==> config.mk <==
export PLATFORM = sky130hd
export DESIGN_NAME = flash_status_reporter
export DESIGN_NICKNAME = d
export VERILOG_FILES = /design/src/rtl/fsr_pkg.sv /design/src/rtl/fsr_ctrl.sv /design/src/rtl/fsr_toggle.sv /design/src/rtl/fsr_format.sv /design/src/rtl/flash_status_reporter.sv
export SDC_FILE = /design/constraint.sdc
export NUM_CORES = 1
export LEC_CHECK = 0
export ABC_AREA = 1
export BUFFER_PORTS_ARGS = -buffer_cell sky130_fd_sc_hd__buf_4
export CORE_MARGIN = 8
export CORE_UTILIZATION = 29
export CTS_BUF_LIST = sky130_fd_sc_hd__clkbuf_8
export CTS_CLUSTER_DIAMETER = 60
export CTS_CLUSTER_SIZE = 25
export DETAILED_ROUTE_END_ITERATION = 16
export GPL_ROUTABILITY_DRIVEN = 0
export PLACE_DENSITY = 0.6
export SYNTH_ARGS = -nofsm -noshare
export SYNTH_HDL_FRONTEND = slang
export SYNTH_SLANG_ARGS = --single-unit
==> constraint.sdc <==
create_clock -name clk -period 1.3 [get_ports clk]
set_input_delay 0.195 -clock clk [delete_from_list [all_inputs] [get_ports clk]]
set_output_delay 0.195 -clock clk [all_outputs]
set_load 0.01 [all_outputs]
==> src/rtl/fsr_pkg.sv <==
package fsr_pkg;

    typedef enum logic [2:0] {
        ST_IDLE,
        ST_PROG,
        ST_ERASE,
        ST_PROG_OVER,
        ST_ERASE_OVER
    } fsr_state_e;

    typedef enum logic [1:0] {
        OPK_NONE  = 2'b00,
        OPK_PROG  = 2'b01,
        OPK_ERASE = 2'b10,
        OPK_RSVD  = 2'b11
    } fsr_opk_e;

endpackage

==> src/rtl/fsr_ctrl.sv <==
module fsr_ctrl
    import fsr_pkg::*;
(
    input  logic       clk,
    input  logic       rst_n,
    input  logic       op_start,
    input  logic [1:0] op_kind,
    input  logic       time_over,
    input  logic       op_done,
    input  logic       reset_cmd,
    output logic       start_acc,
    output logic       busy,
    output logic       erase_mode,
    output logic       over,
    output logic       ready
);

    fsr_state_e state_q, state_d;

    // state register
    always_ff @(posedge clk or negedge rst_n) begin
        if (!rst_n) begin
            state_q <= ST_IDLE;
        end else begin
            state_q <= state_d;
        end
    end

    // next-state logic
    always_comb begin
        state_d = state_q;
        if (reset_cmd) begin
            state_d = ST_IDLE;
        end else begin
            unique case (state_q)
                ST_IDLE: begin
                    if (op_start && (op_kind == OPK_PROG)) begin
                        state_d = ST_PROG;
                    end else if (op_start && (op_kind == OPK_ERASE)) begin
                        state_d = ST_ERASE;
                    end
                end
                ST_PROG: begin
                    if (time_over) begin
                        state_d = ST_PROG_OVER;
                    end else if (op_done) begin
                        state_d = ST_IDLE;
                    end
                end
                ST_ERASE: begin
                    if (time_over) begin
                        state_d = ST_ERASE_OVER;
                    end else if (op_done) begin
                        state_d = ST_IDLE;
                    end
                end
                ST_PROG_OVER:  state_d = ST_PROG_OVER;
                ST_ERASE_OVER: state_d = ST_ERASE_OVER;
                default:       state_d = ST_IDLE;
            endcase
        end
    end

    // outputs
    always_comb begin
        start_acc  = 1'b0;
        busy       = 1'b1;
        erase_mode = 1'b0;
        over       = 1'b0;
        unique case (state_q)
            ST_IDLE: begin
                busy      = 1'b0;
                start_acc = op_start && !reset_cmd &&
                            ((op_kind == OPK_PROG) || (op_kind == OPK_ERASE));
            end
            ST_PROG: begin
            end
            ST_ERASE: begin
                erase_mode = 1'b1;
            end
            ST_PROG_OVER: begin
                over = 1'b1;
            end
            ST_ERASE_OVER: begin
                erase_mode = 1'b1;
                over       = 1'b1;
            end
            default: begin
                busy = 1'b0;
            end
        endcase
        ready = !busy;
    end

    // timeout holds until reset command
    p_over_sticky_r6: assert property (@(posedge clk) disable iff (!rst_n)
        (over && !reset_cmd) |=> over);

    // finish returns to idle
    p_done_idle_r7: assert property (@(posedge clk) disable iff (!rst_n)
        (busy && !over && op_done && !time_over && !reset_cmd) |=> ready);

    // abort from anywhere
    p_abort_r8: assert property (@(posedge clk) disable iff (!rst_n)
        reset_cmd |=> (ready && !over));

    // start ignored while busy
    p_busy_start_r11: assert property (@(posedge clk) disable iff (!rst_n)
        (busy && !reset_cmd && !op_done) |=> busy);

endmodule

==> src/rtl/fsr_toggle.sv <==
module fsr_toggle #(
    parameter int              NTOG       = 2,
    parameter logic [NTOG-1:0] ERASE_ONLY = 2'b10
) (
    input  logic            clk,
    input  logic            rst_n,
    input  logic            start_acc,
    input  logic            rd_stb,
    input  logic            busy,
    input  logic            erase_mode,
    output logic [NTOG-1:0] tog
);

    for (genvar i = 0; i < NTOG; i++) begin : g_tog
        logic flip_en;

        if (ERASE_ONLY[i]) begin : g_erase
            assign flip_en = rd_stb && busy && erase_mode;
        end else begin : g_any
            assign flip_en = rd_stb && busy;
        end

        always_ff @(posedge clk or negedge rst_n) begin
            if (!rst_n) begin
                tog[i] <= 1'b0;
            end else if (start_acc) begin
                tog[i] <= 1'b0;
            end else if (flip_en) begin
                tog[i] <= ~tog[i];
            end
        end

        // toggle unchanged without a read
        p_tog_hold_r4: assert property (@(posedge clk) disable iff (!rst_n)
            (!rd_stb && !start_acc) |=> $stable(tog[i]));
    end

endmodule

==> src/rtl/fsr_format.sv <==
module fsr_format #(
    parameter int DATA_W   = 8,
    parameter int POLL_BIT = 7,
    parameter int TOG_BIT  = 6,
    parameter int TMO_BIT  = 5,
    parameter int TOG2_BIT = 2,
    parameter int NTOG     = 2
) (
    input  logic              clk,
    input  logic              rst_n,
    input  logic              rd_stb,
    input  logic              start_acc,
    input  logic              busy,
    input  logic              erase_mode,
    input  logic              over,
    input  logic [NTOG-1:0]   tog,
    input  logic [DATA_W-1:0] prog_data,
    input  logic [DATA_W-1:0] array_data,
    output logic [DATA_W-1:0] rd_data
);

    localparam logic [DATA_W-1:0] DEF_MASK =
        (DATA_W'(1) << POLL_BIT) | (DATA_W'(1) << TOG_BIT) |
        (DATA_W'(1) << TMO_BIT)  | (DATA_W'(1) << TOG2_BIT);

    logic              poll_q;
    logic [DATA_W-1:0] status;

    always_ff @(posedge clk or negedge rst_n) begin
        if (!rst_n) begin
            poll_q <= 1'b0;
        end else if (start_acc) begin
            poll_q <= ~prog_data[POLL_BIT];
        end
    end

    always_comb begin
        status           = '0;
        status[POLL_BIT] = erase_mode ? 1'b0 : poll_q;
        status[TOG_BIT]  = tog[0];
        status[TMO_BIT]  = over;
        status[TOG2_BIT] = erase_mode ? tog[NTOG-1] : 1'b1;
    end

    always_ff @(posedge clk or negedge rst_n) begin
        if (!rst_n) begin
            rd_data <= '0;
        end else if (rd_stb) begin
            rd_data <= busy ? status : array_data;
        end
    end

    // undefined positions stay zero on status reads
    p_undef_zero_r9: assert property (@(posedge clk) disable iff (!rst_n)
        (rd_stb && busy) |=> ((rd_data & ~DEF_MASK) == '0));

    // output holds without a read
    p_hold_r10: assert property (@(posedge clk) disable iff (!rst_n)
        !rd_stb |=> $stable(rd_data));

    // erase polling bit reads zero
    p_erase_poll_r3: assert property (@(posedge clk) disable iff (!rst_n)
        (rd_stb && busy && erase_mode) |=> !rd_data[POLL_BIT]);

    // program second toggle reads one
    p_prog_tog2_r5: assert property (@(posedge clk) disable iff (!rst_n)
        (rd_stb && busy && !erase_mode) |=> rd_data[TOG2_BIT]);

endmodule

==> src/rtl/flash_status_reporter.sv <==
module flash_status_reporter #(
    parameter int DATA_W   = 8,
    parameter int POLL_BIT = 7,
    parameter int TOG_BIT  = 6,
    parameter int TMO_BIT  = 5,
    parameter int TOG2_BIT = 2
) (
    input  logic              clk,
    input  logic              rst_n,
    input  logic              op_start,
    input  logic [1:0]        op_kind,
    input  logic [DATA_W-1:0] prog_data,
    input  logic [DATA_W-1:0] array_data,
    input  logic              rd_stb,
    input  logic              time_over,
    input  logic              op_done,
    input  logic              reset_cmd,
    output logic [DATA_W-1:0] rd_data,
    output logic              ready
);

    localparam int              NTOG       = 2;
    localparam logic [NTOG-1:0] ERASE_ONLY = 2'b10;

    logic            start_acc;
    logic            busy;
    logic            erase_mode;
    logic            over;
    logic [NTOG-1:0] tog;

    fsr_ctrl u_ctrl (
        .clk        (clk),
        .rst_n      (rst_n),
        .op_start   (op_start),
        .op_kind    (op_kind),
        .time_over  (time_over),
        .op_done    (op_done),
        .reset_cmd  (reset_cmd),
        .start_acc  (start_acc),
        .busy       (busy),
        .erase_mode (erase_mode),
        .over       (over),
        .ready      (ready)
    );

    fsr_toggle #(
        .NTOG       (NTOG),
        .ERASE_ONLY (ERASE_ONLY)
    ) u_toggle (
        .clk        (clk),
        .rst_n      (rst_n),
        .start_acc  (start_acc),
        .rd_stb     (rd_stb),
        .busy       (busy),
        .erase_mode (erase_mode),
        .tog        (tog)
    );

    fsr_format #(
        .DATA_W   (DATA_W),
        .POLL_BIT (POLL_BIT),
        .TOG_BIT  (TOG_BIT),
        .TMO_BIT  (TMO_BIT),
        .TOG2_BIT (TOG2_BIT),
        .NTOG     (NTOG)
    ) u_format (
        .clk        (clk),
        .rst_n      (rst_n),
        .rd_stb     (rd_stb),
        .start_acc  (start_acc),
        .busy       (busy),
        .erase_mode (erase_mode),
        .over       (over),
        .tog        (tog),
        .prog_data  (prog_data),
        .array_data (array_data),
        .rd_data    (rd_data)
    );

    // idle read passes array byte
    p_idle_pass_r1: assert property (@(posedge clk) disable iff (!rst_n)
        (rd_stb && ready) |=> (rd_data == $past(array_data)));

    // timeout implies not ready
    p_over_busy_r12: assert property (@(posedge clk) disable iff (!rst_n)
        over |-> !ready);

endmodule

* Yosys cells after proc, flatten, opt, wreduce, memory -nomap -nowiden
Cells that the tools add are included.
** Word-level totals
- Logic and storage cells :: 48
- Output and inout bits :: 9
- Flip-flop bits (word level) :: 14
- Bits of input ports :: 25
** Operators by class
- Eq/ne operators :: 7
- Mux-type cells :: 18
- Reductions and logical operators :: 15
- Bitwise operators :: 3
** Operator list (number)
- 2-to-1 mux 3 bit :: 6
- one-hot mux 3 bit (5 select lines) :: 1
- 2-to-1 mux 1 bit :: 10
- 2-to-1 mux 8 bit :: 1
- equality test 3 x 2 -> 1 bit (second input constant) :: 2
- logical AND 1 bit :: 6
- inequality test 4 x 2 -> 1 bit (second input constant) :: 1
- nonzero test 2 bit :: 2
- OR reduction 2 bit :: 2
- OR reduction 4 bit :: 1
- equality test 3 x 1 -> 1 bit (second input constant) :: 1
- equality test 3 bit (second input constant) :: 1
- zero test 3 bit :: 1
- inverter 1 bit :: 3
- equality test 2 x 1 -> 1 bit (second input constant) :: 1
- equality test 2 bit (second input constant) :: 1
- zero test 1 bit :: 2
- logical OR 1 bit :: 1

* Longest topological paths before layout
- Depth in word-level cells :: 7
- Mapped depth :: 7
- Depth with buffers taken out :: 7

* Modules after synthesis
Synthesis repeated with hierarchy kept, for this count alone.
** Unflattened totals
- Cell total of the unflattened synthesis :: 109
- Area, all modules :: 797.0 µm²
** By module, submodules not included
- fsr_format :: seq. area each 225.2 µm², area an instance 392.9 µm², instances 1, cells an instance 47
- fsr_ctrl :: seq. area each 75.1 µm², area an instance 307.8 µm², instances 1, cells an instance 49
- fsr_toggle :: seq. area each 50.0 µm², area an instance 96.3 µm², instances 1, cells an instance 13

* Worst setup path after synthesis
OpenSTA, ideal clock, no wires.
- Path kind :: reg-to-reg
- Start :: reg u_ctrl.state_q[1]
- End :: reg u_ctrl.state_q[1]
- Path buffers :: 0
- Setup slack :: 0.219 ns
- Arrival :: 0.960 ns
- Required time :: 1.179 ns
- Cell stages (with the launch flop) :: 7
- Path through :: dfrtp_1 > inv_1 > nand2_1 > nor2_2 > nand2_1 > o21ai_0 > nor2_1
** On the way
- Word-level cells in the longest chain between the ends :: 4
- Elaborated cells on any way between the ends :: 11
- Classes of those cells :: 5 x eq/ne; 5 x mux; 1 x reduce/logical
** RTL lines
- start: declaration :: line fsr_ctrl.sv:18 : fsr_state_e state_q, state_d;
- start signal: assignment :: line fsr_ctrl.sv:25 : state_q <= state_d;
- 2-to-1 mux 3 bit
- 2-to-1 mux 3 bit (on tied branches)
- one-hot mux 3 bit (5 select lines) :: line fsr_ctrl.sv:35 : unique case (state_q)
- 2-to-1 mux 3 bit :: line fsr_ctrl.sv:32 : if (reset_cmd) begin
Several ways; a longest one is shown, not always the timed one.
A chain may end at the register's enable or synchronous reset.

* Worst setup path in the final report
- Start :: reg u_ctrl.state_q[0]
- End :: out ready
** On the way
- Word-level cells in the longest chain between the ends :: 4
- Elaborated cells on any way between the ends :: 7
- Classes of those cells :: 4 x eq/ne; 1 x mux; 2 x reduce/logical
** RTL lines
- equality test 3 x 2 -> 1 bit (tied with other cells) :: line fsr_ctrl.sv:70 : unique case (state_q)
- OR reduction 4 bit (no source line) (*)
- 2-to-1 mux 1 bit (*) :: line fsr_ctrl.sv:70
- zero test 1 bit (*) :: line fsr_ctrl.sv:92 : ready = !busy;
- end: declaration :: line flash_status_reporter.sv:19 : output logic ready
Every way passes the cells marked *; elsewhere a longest branch is shown, timed or not.

==> results by group <==
Run status
  • Outcome: finished with violations
  • Failing checks: setup timing

Floorplan
  • Die area: 0.00466 sq mm
  • Cell Rows: 19
  • Die X: 68.3 um
  • Core Area: 0.00269 sq mm
  • IO Pins: 34
  • Initial Util: 29.5%
  • Die Ht: 68.3 um

Clocking
  • CTS root buffer: clkbuf_8
  • CTS buffer count: 3
  • # H-tree levels: 1
  • Clock latency reported for the late side of the worst-skew pair: 0.24 ns
  • Clk pin slew, worst setup/hold paths: 0.06 ns
  • Clk buf depth: 2
  • CTS tree: yes
  • Clock Sinks: 14

GRT
  • Total GRT Usage: 9.52%
  • Initial antenna violation count: 0
  • First-pass GRT wire length: 3420 um
  • Grt ovf: 0
  • Largest net degree at the start of global routing: 15
  • Number of global-route vias before repair: 848

Timing
  • Final-report setup violation count: 1
  • Crit share post-route: 102%
  • Period minus WS final: 1.32 ns
  • Hold Fails Final Rpt: 0
  • RSZ-0062 raised after global routing: true
  • Clock Skew: 0.00270 ns
  • Slew Limit Headroom: 79.6%
  • Pins over their slew limit: 0
  • Worst Tran Pin Value: 0.304 ns
  • FMAX: 756 MHz
  • Worst Hold Margin: 0.123 ns
  • Setup slack after layout: -0.0225 ns

Hold path
  • Hold Path Class: in2reg

Synth
  • YS warnings: 0
  • Syn_area_per_cell: 7.69 sq um
  • Post-synth top area cell: dfrtp_1
  • Mapped cell area: 792 sq um
  • Synth area leaders: dfrtp_1 44%, nand2_1 17%, inv_1 4.3%, nand3_1 3.8%, nor2_1 3.3%
  • Seq cells post-synth: 14
  • Net Count, Synth: 130
  • Synthesized instance count: 103
  • Distinct cells, synth: 21
  • Top-area cell type share of the netlist area: 44.2%
  • Seq/Total Area, Yosys: 44.2%

Layout
  • Post-Layout Cell Count: 172
  • Multi-input gate area: 403 sq um
  • Final Util: 43.4%
  • Fraction of layout cells with a size suffix above 1: 38.3%
  • Final Instance Area: 0.00116 sq mm
  • Filler instances: 281
  • FF/Latch Area: 354 sq um
  • Nets@finish: 170
  • # diodes: 0
  • Layout area overhead: 47.1%

Placed design
  • PortBufs: 26
  • Post-DP HPWL: 1490 um
  • Post-DP Area: 0.00101 sq mm
  • Cell Count Post-Placement: 159

Pwr
  • Cell Pwr Density: 1270 mW/mm^2
  • Total leakage power: 0.622 nW
  • Switching Share: 32.3%
  • Clock power share: 23.2%
  • Peak supply drop: 0.870 mV
  • Reg power frac: 41.3%
  • Comb pwr share: 35.4%
  • Internal power: 1.00 mW
  • Sw power: 0.478 mW

Routing
  • Total wire length: 2070 um
  • Pre-Repair DR Iteration Count: 4
  • Drc violations: 0
  • WL/cell: 12.0 um
  • Antenna-violating nets left: 0
  • Via Count: 805
  • DRT iter0 DRCs: 23
  • Vias/cell: 4.68

Setup path
  • Worst setup EP type: primary output
  • Largest fanout on the critical path: 4
  • Worst EP required: 1.11 ns
  • Startpoint types: flop
  • Data arrival, critical path: 1.13 ns
  • Critical path class: reg2out

Flow run
  • Max-Cap Viols: 0
-- final timing paths --
check                                     to  slack [ns]  depth (start not counted)              start
setup / recovery                       ready       -0.02                          5  u_ctrl.state_q[0]
hold / removal               u_format.poll_q        0.12                          2       prog_data[7]
setup reg to reg           u_ctrl.state_q[1]        0.08                          7  u_ctrl.state_q[0]
hold reg to reg              u_toggle.tog[1]        0.48                          1    u_toggle.tog[1]
max in group asynchronous  u_ctrl.state_q[1]        0.77                          2              rst_n
min in group asynchronous    u_toggle.tog[0]        0.34                          2              rst_n
-- final cells by class --
type | count | area share, %
flip-flops and latches | 14 | 30.4
clock buffers | 3 | 3.54
well taps | 31 | 3.33
multi-input cells | 75 | 34.6
inverters | 13 | 4.40
repair buffers | 36 | 23.7
-- routing by layer --
| layer | global-route usage, % | part of all wire, % | up-vias |
|---|---|---|---|
| li1 | - | - | 404 |
| met1 | 10.5 | 41 | 378 |
| met3 | 2.95 | 6.2 | 3 |
| met5 | 0 | 0 | - |
| met2 | 16.2 | 51 | 20 |
| met4 | 4.86 | 1.4 | 0 |
-- layout by cell type, fill, tap and decap left out, drive strengths merged --
master | Yosys | final
a21oi | 5 | 5
buf | 0 | 35
clkbuf | 1 | 3
clkinv | 1 | 1
dfrtp | 14 | 14
dlygate4sd3 | 0 | 1
ha | 2 | 2
inv | 12 | 12
mux2i | 1 | 1
nand2 | 38 | 38
nand3 | 8 | 8
nand3b | 1 | 1
nand4 | 3 | 3
nor2 | 10 | 10
nor3 | 1 | 1
o21ai | 6 | 6
-- power by group through the flow --
stage	sequential [mW]	clock, mW	combinational, mW
CTS	0.611	0.352	0.508
finish	0.613	0.344	0.525
floorplan	0.628	0	0.240
global route	0.624	0.371	0.593
global placement	0.614	0	0.438
detailed placement	0.617	0	0.447
-- metrics by stage --
step / setup slack (ns) / total power, mW / TNS [ns]
3_5_place_dp: 0.0768 / 1.06 / 0
6_report: -0.0225 / 1.48 / -0.0225
3_3_place_gp: 0.0696 / 1.05 / 0
2_1_floorplan: 0.219 / 0.868 / 0
4_1_cts: -0.0165 / 1.47 / -0.0165
5_1_grt: -0.0614 / 1.59 / -0.0614
-- cells in the mapped netlist, drive strengths merged --
cell type,instances
nor2,10
nand3,8
clkinv,1
nand2,38
clkbuf,1
a21oi,5
nor3,1
nand3b,1
o21ai,6
ha,2
inv,12
dfrtp,14
nand4,3
mux2i,1
-- registers in the layout, indices dropped and copies added, names as in the netlist --
signal and cells:
u_toggle.tog 2, u_format.poll_q 1, u_format.rd_data 8, u_ctrl.state_q 3
-- critical path, stage by stage, from the launching register on --
cell	delay [ns]
dfrtp_2	0.45
inv_2	0.10
nand3_4	0.09
nand3_4	0.10
inv_2	0.05
buf_6	0.11
-- what timing repair did --
item                                    4_1_cts  5_1_grt
hold endpoints to repair                     14        0
endpoints found under the setup margin        1        5
pin swaps                                     2        2
resized for setup                             4        7
setup buffers                                 8        1
hold buffers                                  1        0
-- kinds of logic after synthesis --
group / after synthesis / synth area share [%]
flip-flops: 14 / 44.2
AND/OR/NAND/NOR: 61 / 36.5
AO/OA/AOI/OAI: 11 / 6.95
buffers and inverters: 14 / 7.90
multiplexers: 1 / 1.26
adder cells (fa/ha/maj): 2 / 3.16
Power figures use the tool's default switching activity.
